--- src/rtl/pmc_pkg.sv ---
package pmc_pkg;
  // Control register geometry; bit positions are decoded by software
  localparam int CTL_W    = 32;
  localparam int EN_LSB   = 0;   // per-counter count enables
  localparam int FRZ_BIT  = 8;   // global freeze
  localparam int HOLD_BIT = 9;   // hold-off until return from interrupt
  localparam int SMP_BIT  = 10;  // captured address is valid
  localparam int IE_LSB   = 12;  // per-counter interrupt enables
  localparam int USR_BIT  = 20;
  localparam int SUP_BIT  = 21;
  localparam int HYP_BIT  = 22;

  typedef enum logic [1:0] {
    PRIV_USER = 2'd0,
    PRIV_SUP  = 2'd1,
    PRIV_HYP  = 2'd2,
    PRIV_HYPX = 2'd3
  } priv_e;
endpackage

--- src/rtl/pmc_counter.sv ---
module pmc_counter #(
  parameter int CNT_W = 40
) (
  input  logic             clk,
  input  logic             rst_n,
  input  logic             wr_en,
  input  logic [CNT_W-1:0] wr_data,
  input  logic             inc,
  output logic [CNT_W-1:0] value,
  output logic             reach_top
);
  localparam logic [CNT_W-1:0] BELOW_TOP = {1'b0, {(CNT_W-1){1'b1}}};

  always_ff @(posedge clk or negedge rst_n) begin
    if (!rst_n)     value <= '0;
    else if (wr_en) value <= wr_data;
    else if (inc)   value <= value + 1'b1;
  end

  // Increment that sets the top bit this edge (suppressed by a write)
  assign reach_top = inc && !wr_en && (value == BELOW_TOP);

  // bus write wins over an increment
  a_r8_write_wins: assert property (@(posedge clk) disable iff (!rst_n)
    wr_en |=> value == $past(wr_data));

  // a single step per event
  a_r2_single_step: assert property (@(posedge clk) disable iff (!rst_n)
    (inc && !wr_en) |=> value == CNT_W'($past(value) + 1'b1));

  a_r2_hold_idle: assert property (@(posedge clk) disable iff (!rst_n)
    (!inc && !wr_en) |=> $stable(value));
endmodule

--- src/rtl/pmc_ctrl.sv ---
module pmc_ctrl
  import pmc_pkg::*;
#(
  parameter int ADDR_W = 40
) (
  input  logic              clk,
  input  logic              rst_n,
  input  logic              wr_en,
  input  logic [CTL_W-1:0]  wr_data,
  input  logic              rfi,
  input  logic              trig,
  input  logic [ADDR_W-1:0] pc,
  input  logic [1:0]        priv,
  output logic [CTL_W-1:0]  ctl,
  output logic [ADDR_W-1:0] sample_addr,
  output logic              count_ok
);
  logic priv_allow;

  always_comb begin
    unique case (priv_e'(priv))
      PRIV_USER: priv_allow = ctl[USR_BIT];
      PRIV_SUP:  priv_allow = ctl[SUP_BIT];
      default:   priv_allow = ctl[HYP_BIT];
    endcase
  end

  assign count_ok = priv_allow && !ctl[FRZ_BIT] && !ctl[HOLD_BIT];

  always_ff @(posedge clk or negedge rst_n) begin
    if (!rst_n) begin
      ctl <= '0;
    end else if (wr_en) begin
      ctl <= wr_data;
    end else if (trig) begin
      ctl[HOLD_BIT] <= 1'b1;
      ctl[SMP_BIT]  <= 1'b1;
    end else if (rfi) begin
      ctl[HOLD_BIT] <= 1'b0;
    end
  end

  always_ff @(posedge clk or negedge rst_n) begin
    if (!rst_n)    sample_addr <= '0;
    else if (trig) sample_addr <= pc;
  end

  // capture of the address and flags on overflow
  a_r6_capture: assert property (@(posedge clk) disable iff (!rst_n)
    trig |=> sample_addr == $past(pc));

  a_r6_flags: assert property (@(posedge clk) disable iff (!rst_n)
    (trig && !wr_en) |=> (ctl[HOLD_BIT] && ctl[SMP_BIT]));

  // return from interrupt releases the hold-off
  a_r5_resume: assert property (@(posedge clk) disable iff (!rst_n)
    (rfi && !trig && !wr_en) |=> !ctl[HOLD_BIT]);

  // control write replaces the whole register
  a_r8_ctl_write: assert property (@(posedge clk) disable iff (!rst_n)
    wr_en |=> ctl == $past(wr_data));
endmodule

--- src/rtl/pmc_bank.sv ---
module pmc_bank
  import pmc_pkg::*;
#(
  parameter int NUM_CNT = 6,   // at most 8 so enables stay below the freeze bit
  parameter int CNT_W   = 40,
  parameter int ADDR_W  = $clog2(NUM_CNT + 2)
) (
  input  logic               clk,
  input  logic               rst_n,
  input  logic [NUM_CNT-1:0] event_i,
  input  logic [1:0]         priv_i,
  input  logic               rfi_i,
  input  logic [CNT_W-1:0]   pc_i,
  input  logic               bus_we,
  input  logic [ADDR_W-1:0]  bus_addr,
  input  logic [CNT_W-1:0]   bus_wdata,
  output logic [CNT_W-1:0]   bus_rdata,
  output logic               irq_o
);
  localparam logic [ADDR_W-1:0] CTL_ADDR = ADDR_W'(NUM_CNT);
  localparam logic [ADDR_W-1:0] SMP_ADDR = ADDR_W'(NUM_CNT + 1);

  logic [NUM_CNT-1:0][CNT_W-1:0] cnt_q;
  logic [NUM_CNT-1:0]            reach_top;
  logic [NUM_CNT-1:0]            ovf_live;
  logic [CTL_W-1:0]              ctl_q;
  logic [CNT_W-1:0]              smp_q;
  logic                          count_ok;
  logic                          trig;

  for (genvar i = 0; i < NUM_CNT; i++) begin : g_cnt
    pmc_counter #(.CNT_W(CNT_W)) u_cnt (
      .clk      (clk),
      .rst_n    (rst_n),
      .wr_en    (bus_we && (bus_addr == ADDR_W'(i))),
      .wr_data  (bus_wdata),
      .inc      (event_i[i] && ctl_q[EN_LSB+i] && count_ok),
      .value    (cnt_q[i]),
      .reach_top(reach_top[i])
    );
    assign ovf_live[i] = cnt_q[i][CNT_W-1] && ctl_q[IE_LSB+i];
  end

  assign trig  = |(reach_top & ctl_q[IE_LSB +: NUM_CNT]);
  assign irq_o = |ovf_live;

  pmc_ctrl #(.ADDR_W(CNT_W)) u_ctrl (
    .clk        (clk),
    .rst_n      (rst_n),
    .wr_en      (bus_we && (bus_addr == CTL_ADDR)),
    .wr_data    (bus_wdata[CTL_W-1:0]),
    .rfi        (rfi_i),
    .trig       (trig),
    .pc         (pc_i),
    .priv       (priv_i),
    .ctl        (ctl_q),
    .sample_addr(smp_q),
    .count_ok   (count_ok)
  );

  always_comb begin
    bus_rdata = '0;
    if (bus_addr == CTL_ADDR)      bus_rdata = {{(CNT_W-CTL_W){1'b0}}, ctl_q};
    else if (bus_addr == SMP_ADDR) bus_rdata = smp_q;
    else begin
      for (int k = 0; k < NUM_CNT; k++)
        if (bus_addr == ADDR_W'(k)) bus_rdata = cnt_q[k];
    end
  end

  // frozen counters only move through the bus
  a_r4_freeze: assert property (@(posedge clk) disable iff (!rst_n)
    (ctl_q[FRZ_BIT] && !bus_we) |=> $stable(cnt_q));

  // a disallowed privilege level blocks counting
  a_r3_priv_block: assert property (@(posedge clk) disable iff (!rst_n)
    (!bus_we && !((priv_i == 2'd0) ? ctl_q[USR_BIT] :
                  (priv_i == 2'd1) ? ctl_q[SUP_BIT] : ctl_q[HYP_BIT]))
    |=> $stable(cnt_q));

  // the request only rises through an overflow or a bus write
  a_r7_irq_source: assert property (@(posedge clk) disable iff (!rst_n)
    (!irq_o && !bus_we && !trig) |=> !irq_o);

  // hold-off keeps counters still
  a_r5_hold: assert property (@(posedge clk) disable iff (!rst_n)
    (ctl_q[HOLD_BIT] && !bus_we) |=> $stable(cnt_q));
endmodule

--- config.mk ---
export PLATFORM = sky130hd
export DESIGN_NAME = pmc_bank
export DESIGN_NICKNAME = d
export VERILOG_FILES = /design/src/rtl/pmc_pkg.sv /design/src/rtl/pmc_counter.sv /design/src/rtl/pmc_ctrl.sv /design/src/rtl/pmc_bank.sv
export SDC_FILE = /design/constraint.sdc
export NUM_CORES = 1
export LEC_CHECK = 0
export ABC_CLOCK_PERIOD_IN_PS = 2850
export BUFFER_PORTS_ARGS = -buffer_cell sky130_fd_sc_hd__clkbuf_2
export CAP_MARGIN = 20
export CORE_ASPECT_RATIO = 0.7
export CORE_UTILIZATION = 56
export DETAILED_ROUTE_END_ITERATION = 12
export PLACE_DENSITY = 0.78
export SLEW_MARGIN = 10
export SYNTH_ARGS = -nofsm -noshare
export SYNTH_HDL_FRONTEND = slang
export SYNTH_HIERARCHICAL = 1
export SYNTH_SLANG_ARGS = --single-unit
--- constraint.sdc ---
create_clock -name clk -period 2.85 [get_ports clk]
set_input_delay 0.285 -clock clk [delete_from_list [all_inputs] [get_ports clk]]
set_output_delay 0.285 -clock clk [all_outputs]
set_load 0.005 [all_outputs]
# Word level (Yosys, flattened, before mapping)
# Cells that the tools add are included.
# Widths: inputs -> output; s select.
[classes] n_reduce_logical=59 mux=25 addsub=6 eq_ne=14 bitwise_logic=1
[op_table] op="$mux 40" count=20
[op_table] op="$add 40x1->40 const B" count=6
[op_table] op="$eq 40x39->1 const B" count=6
[op_table] op="$logic_and 1x1->1" count=39
[op_table] op="$reduce_bool 2->1" count=7
[op_table] op="$eq 3x3->1 const B" count=4
[op_table] op="$reduce_or 6->1" count=2
[op_table] op="$logic_not 1->1" count=8
[op_table] op="$and 6x6->6" count=1
[op_table] op="$eq 3x2->1 const B" count=2
[op_table] op="$eq 3x1->1 const B" count=1
[op_table] op="$logic_not 3->1" count=1
[op_table] op="$mux 1" count=3
[op_table] op="$reduce_bool 3->1" count=1
[op_table] op="$eq 2x1->1 const B" count=1
[op_table] op="$logic_not 2->1" count=1
[op_table] op="$mux 2" count=1
[op_table] op="$pmux 1 s2" count=1
[totals] word_cells=115 inputBits=95 register_bits=312 out_inout_bits=41

# Longest topological paths before layout
[logic_depth] word_depth=11 depth_mapped=14 mapped_depth_nobuf=10

# By module
# Netlist, hierarchy kept.
[modules_own_cells] module="pmc_counter" n_inst=6 cells_each=263 area_per_inst_um2=2339.7
[modules_own_cells] module="pmc_ctrl" n_inst=1 cells_each=161 area_per_inst_um2=3039.2
[modules_own_cells] module="pmc_bank" n_inst=1 cells_each=260 area_per_inst_um2=2697.6

# Worst setup path after synthesis
# Ideal clock, no wire load.
[synth_timing] kind="flip-flop to flip-flop" startpoint="reg u_ctrl.ctl[21]" endpoint="reg u_ctrl.sample_addr[10]" path_stages_with_launch=14 setup_slack_ns=-0.148 arrival_time_ns=2.873 path_cell_list="dfrtp_1 -> mux2i_1 -> a2111oi_2 -> and3_1 -> buf_4 -> and4_1 -> nand4_2 -> buf_2 -> nor4_1 -> a22oi_1 -> nand3_1 -> buf_6 -> buf_12 -> mux2_4"
[synth_between] elab_chain_len=8 word_cells_on_any_way=23 cone_classes="mux: 1; bitwise: 1; reduce/logical: 21"
[synth_rtl] item="start, declared" line_no="pmc_ctrl.sv:14" text="output logic [CTL_W-1:0] ctl,"
[synth_rtl] item="start signal, assigned" line_no="pmc_ctrl.sv:34" text="ctl <= wr_data;"
[synth_rtl] item="$pmux 1 s2" line_no="pmc_ctrl.sv:21" text="unique case (priv_e'(priv))"
[synth_rtl] item="$logic_and 1x1->1 (2 in a row)" line_no="pmc_ctrl.sv:28" text="assign count_ok = priv_allow && !ctl[FRZ_BIT] && !ctl[HOLD_BIT];"
[synth_rtl] item="named net count_ok" line_no="pmc_bank.sv:28" text="logic count_ok;"
[synth_rtl] item="$logic_and 1x1->1" line_no="pmc_bank.sv:37" text=".inc (event_i[i] && ctl_q[EN_LSB+i] && count_ok),"
[synth_rtl] item="$logic_and 1x1->1 (2 in a row)" line_no="pmc_counter.sv:21" text="assign reach_top = inc && !wr_en && (value == BELOW_TOP);"
[synth_rtl] item="named net reach_top[1]" line_no="pmc_bank.sv:24" text="logic [NUM_CNT-1:0] reach_top;"
[synth_rtl] item="$and 6x6->6" line_no="pmc_bank.sv:44" text="assign trig = |(reach_top & ctl_q[IE_LSB +: NUM_CNT]);"
[synth_rtl] item="$reduce_or 6->1" line_no="pmc_bank.sv:44"
[synth_rtl] item="named net trig" line_no="pmc_bank.sv:29" text="logic trig;"
[synth_rtl] item="end signal, assigned" line_no="pmc_ctrl.sv:45" text="else if (trig) sample_addr <= pc;"
[synth_rtl] item="end, declared" line_no="pmc_ctrl.sv:15" text="output logic [ADDR_W-1:0] sample_addr,"
# The timed path passes the listed nets, and every way through them passes these cells.
# A chain may end at the register's enable or synchronous reset.

# Worst setup path after layout
[layout_timing] startpoint="reg u_ctrl.ctl[21]" endpoint="reg u_ctrl.sample_addr[2]"
# The elaborated chain is that of the path after synthesis.

==> run summary <==
Final ANT Viol Nets: 0
Netlist cell types: 44
Ys Warns: 6
Post-route total power: 14.7 mW
Fin. Hold Viols: 0
Drt pass-1 iters: 5
Leakage: 9.32 nW
Post-synthesis area per instance: 9.89 um2
Total GRT Usage: 40.5%
Worst reg-to-reg path cell count: 11
First-pass GRT wire length: 108 mm
Final HPWL DP: 53.2 mm
Worst setup EP type: register
Initial DRC Count: 2,893
Largest net degree at the start of global routing: 80
Root Buffer Master: clkbuf_16
CP arrival: 3.23 ns
Die Y: 159 um
Max-slew headroom: 47.7%
Status: completed
Clock Pin Slew Worst Setup and Hold Paths: 0.06 ns
Power Density: 627 nW/um2
Slew Viols, Final: 0
Total grt overflow: 0
CP cell instances: mux2i_4 > a2111oi_4 > buf_4 > and3_4 > and4_4 > nand4_4 > nor4_4 > a22oi_2 > nand3_4 > buf_12 > mux2_4
Vias: 18,100
Placed insts: 2,625
Maximum clock rate: 357 MHz
Fin nets: 2,334
Vias in the first global route: 17,200
Final Critical Period: 2.80 ns
CTS Buffer Depth: 3
Initial antenna violation count: 0
Worst Hold Class: in2reg
Worst VDD drop: 0.450 mV
Setup Crit Path Kind: reg2reg
Mapped Area: 19,800 um2
CP max stage cell: dfrtp_1
CTS tree: done
Max-cap violation count: 0
Clock latency on the worst-skew pair: 0.55 ns
Startpoint types: register
FF+latch count, synth: 312
Slowest stage delay, CP: 0.39 ns
Rows: 57
Final period utilization: 98.3%
Number of synthesized flops with an enable pin: 0
Sinks on Clock Net: 312
IO Port Bufs: 135
Top_reg_cell synth: dfrtp_1
# setup viols final: 0
Die area: 36,100 um2
Io pins: 136
Total negative setup slack: 0 ns
Worst-Margin Slew: 0.785 ns
Via/cell ratio: 6.61
CTS HTree Levels: 2
Layout cells sized above 1: 25.0%
Crit Path Max Fanout: 18
Worst Hold Depth: 2
Core area: 34,700 um2
WL/cell: 26.6 um
Final GP Congestion: 1.08
Synth Net Count: 2,100
Post-route DRC violation count: 0
Initial Util: 56.9%
Die W: 227 um
Sequential share of the synthesized area: 39.5%
FFs w/ async S/R, synth: 100%
Clock Skews: 0.0195 ns
Synth Instances: 1,999
Final design utilization: 67.4%
Final Non-Filler Cells: 2,733
Layout area overhead: 18.3%
Required @ worst endpoint: 3.28 ns
Routed wire length: 72.6 mm
Layout fillers: 2,701
RSZ-0062 raised after global routing: yes
Inserted Clock Buffers: 36
cell type report:
class                      instances  area, um2  area share (%)
inverter                          14       52.6           0.225
timing repair buffer             306       2190            9.34
antenna                            2       5.00          0.0214
clock inverter                    15        160           0.684
sequential                       312       7810            33.4
multi-input combinational       1563      11600            49.5
clock buffer                      49       1010            4.32
tap                              472        591            2.52
Yosys cell counts, types with 8 or more instances:
| library cell | number | area share (%) |
|---|---|---|
| a221oi_1 | 16 | 0.71 |
| a22oi_1 | 12 | 0.46 |
| and2_1 | 25 | 0.79 |
| and3_1 | 30 | 0.95 |
| and4_1 | 42 | 1.9 |
| buf_1 | 8 | 0.15 |
| buf_12 | 9 | 0.91 |
| buf_2 | 14 | 0.35 |
| buf_4 | 12 | 0.46 |
| clkbuf_1 | 61 | 1.2 |
| dfrtp_1 | 312 | 39 |
| inv_1 | 13 | 0.25 |
| mux2_2 | 37 | 2.1 |
| mux2_4 | 65 | 4.9 |
| mux2i_1 | 23 | 1.2 |
| mux4_2 | 58 | 6.6 |
| nand2_1 | 380 | 7.2 |
| nand2b_1 | 35 | 1.1 |
| nand3_1 | 80 | 2.0 |
| nand4_1 | 78 | 2.5 |
| nor2_1 | 50 | 0.95 |
| nor2b_1 | 9 | 0.28 |
| nor3_1 | 66 | 1.7 |
| nor4_1 | 48 | 1.5 |
| o21ai_0 | 205 | 5.2 |
| or4_4 | 12 | 0.68 |
| xnor2_1 | 150 | 6.6 |
| xor2_1 | 78 | 3.5 |
critical path, delay by kind of cell, from the launching register on:
family                 cells  cell delay, ns
buffers and inverters      2            0.42
multiplexers               2            0.44
AND/OR/NAND/NOR            5            0.93
AO/OA/AOI/OAI              2            0.48
flip-flops                 1            0.39
report_power, final:
part	internal, mW	switching (mW)	total [mW]
combinational	1.64	1.71	3.35
sequential	5.26	1.33	6.59
clock	2.77	1.98	4.74
through the flow:
stage          hold slack (ns)  cell area (um2)  setup WS (ns)
2_1_floorplan          -0.0106            19900       0.000272
3_3_place_gp             0.327            21600         -0.216
4_1_cts                 0.0146            23300        0.00301
5_1_grt                 0.0230            23400        -0.0255
3_5_place_dp             0.339            21600         -0.335
6_report                0.0341            23400         0.0479
kinds of logic (layout without fill, tap and decap cells):
logic type / count (synthesis) / after routing / synth area share (%)
fa+ha+maj: 6 / 6 / 0.380
compound gates: 247 / 247 / 7.00
buf+inv: 124 / 384 / 3.64
other cells: 0 / 2 / 0
mux: 189 / 189 / 15.6
xor+xnor: 228 / 228 / 10.1
simple gates: 893 / 893 / 23.8
flops: 312 / 312 / 39.5
state kept, by name (all words and copies together) (netlist names):
register            cells
g_cnt.u_cnt/value     240
u_ctrl/ctl             32
u_ctrl/sample_addr     40
routing by layer:
layer | share of wire [%] | global-route usage [%] | vias to the layer above
met5 | 0 | 0 | -
met3 | 14 | 12.6 | 186
met1 | 42 | 60.6 | 8916
li1 | - | - | 7701
met4 | 3.7 | 13.5 | 0
met2 | 40 | 55.2 | 1265
cell usage in the layout, fill, tap and decap left out, types with 7 or more instances in the layout:
cell type	instances
nand2b_1	35
nor2_1	43
dfrtp_1	312
nor4_1	39
clkinv_2	9
clkbuf_1	8
buf_4	122
buf_12	8
dlygate4sd3_1	40
a221oi_1	16
mux2_4	67
nand4_1	78
mux2i_1	22
xnor2_1	150
mux2_2	35
nor2b_1	9
nor3_1	61
and4_4	8
o21ai_0	205
inv_1	13
nand2_1	380
clkbuf_16	37
and3_1	26
and4_1	34
nand3_1	79
mux4_2	58
or4_4	12
nand4_4	12
xor2_1	78
clkbuf_2	132
and2_1	25
a22oi_1	9
nor2_4	7
worst paths after layout:
| path | slack (ns) | start | endpoint |
|---|---|---|---|
| min in group asynchronous | 0.34 | rst_n | g_cnt[4].u_cnt/value[35] |
| setup reg to reg | 0.05 | u_ctrl/ctl[21] | u_ctrl/sample_addr[2] |
| hold reg to reg | 0.51 | u_ctrl/sample_addr[10] | u_ctrl/sample_addr[10] |
| max in group asynchronous | 1.67 | rst_n | u_ctrl/sample_addr[15] |
| hold / removal | 0.03 | pc_i[39] | u_ctrl/sample_addr[39] |
| setup / recovery | 0.05 | u_ctrl/ctl[21] | u_ctrl/sample_addr[2] |
repair_timing:
item,CTS,global route
setup buffers,1,1
resized for setup,17,17
endpoints found under the hold margin,111,0
setup endpoints to repair,62,83
hold buffers,40,0
pin swaps,6,3
gates cloned,1,0
(Power assumes the default switching activity.)
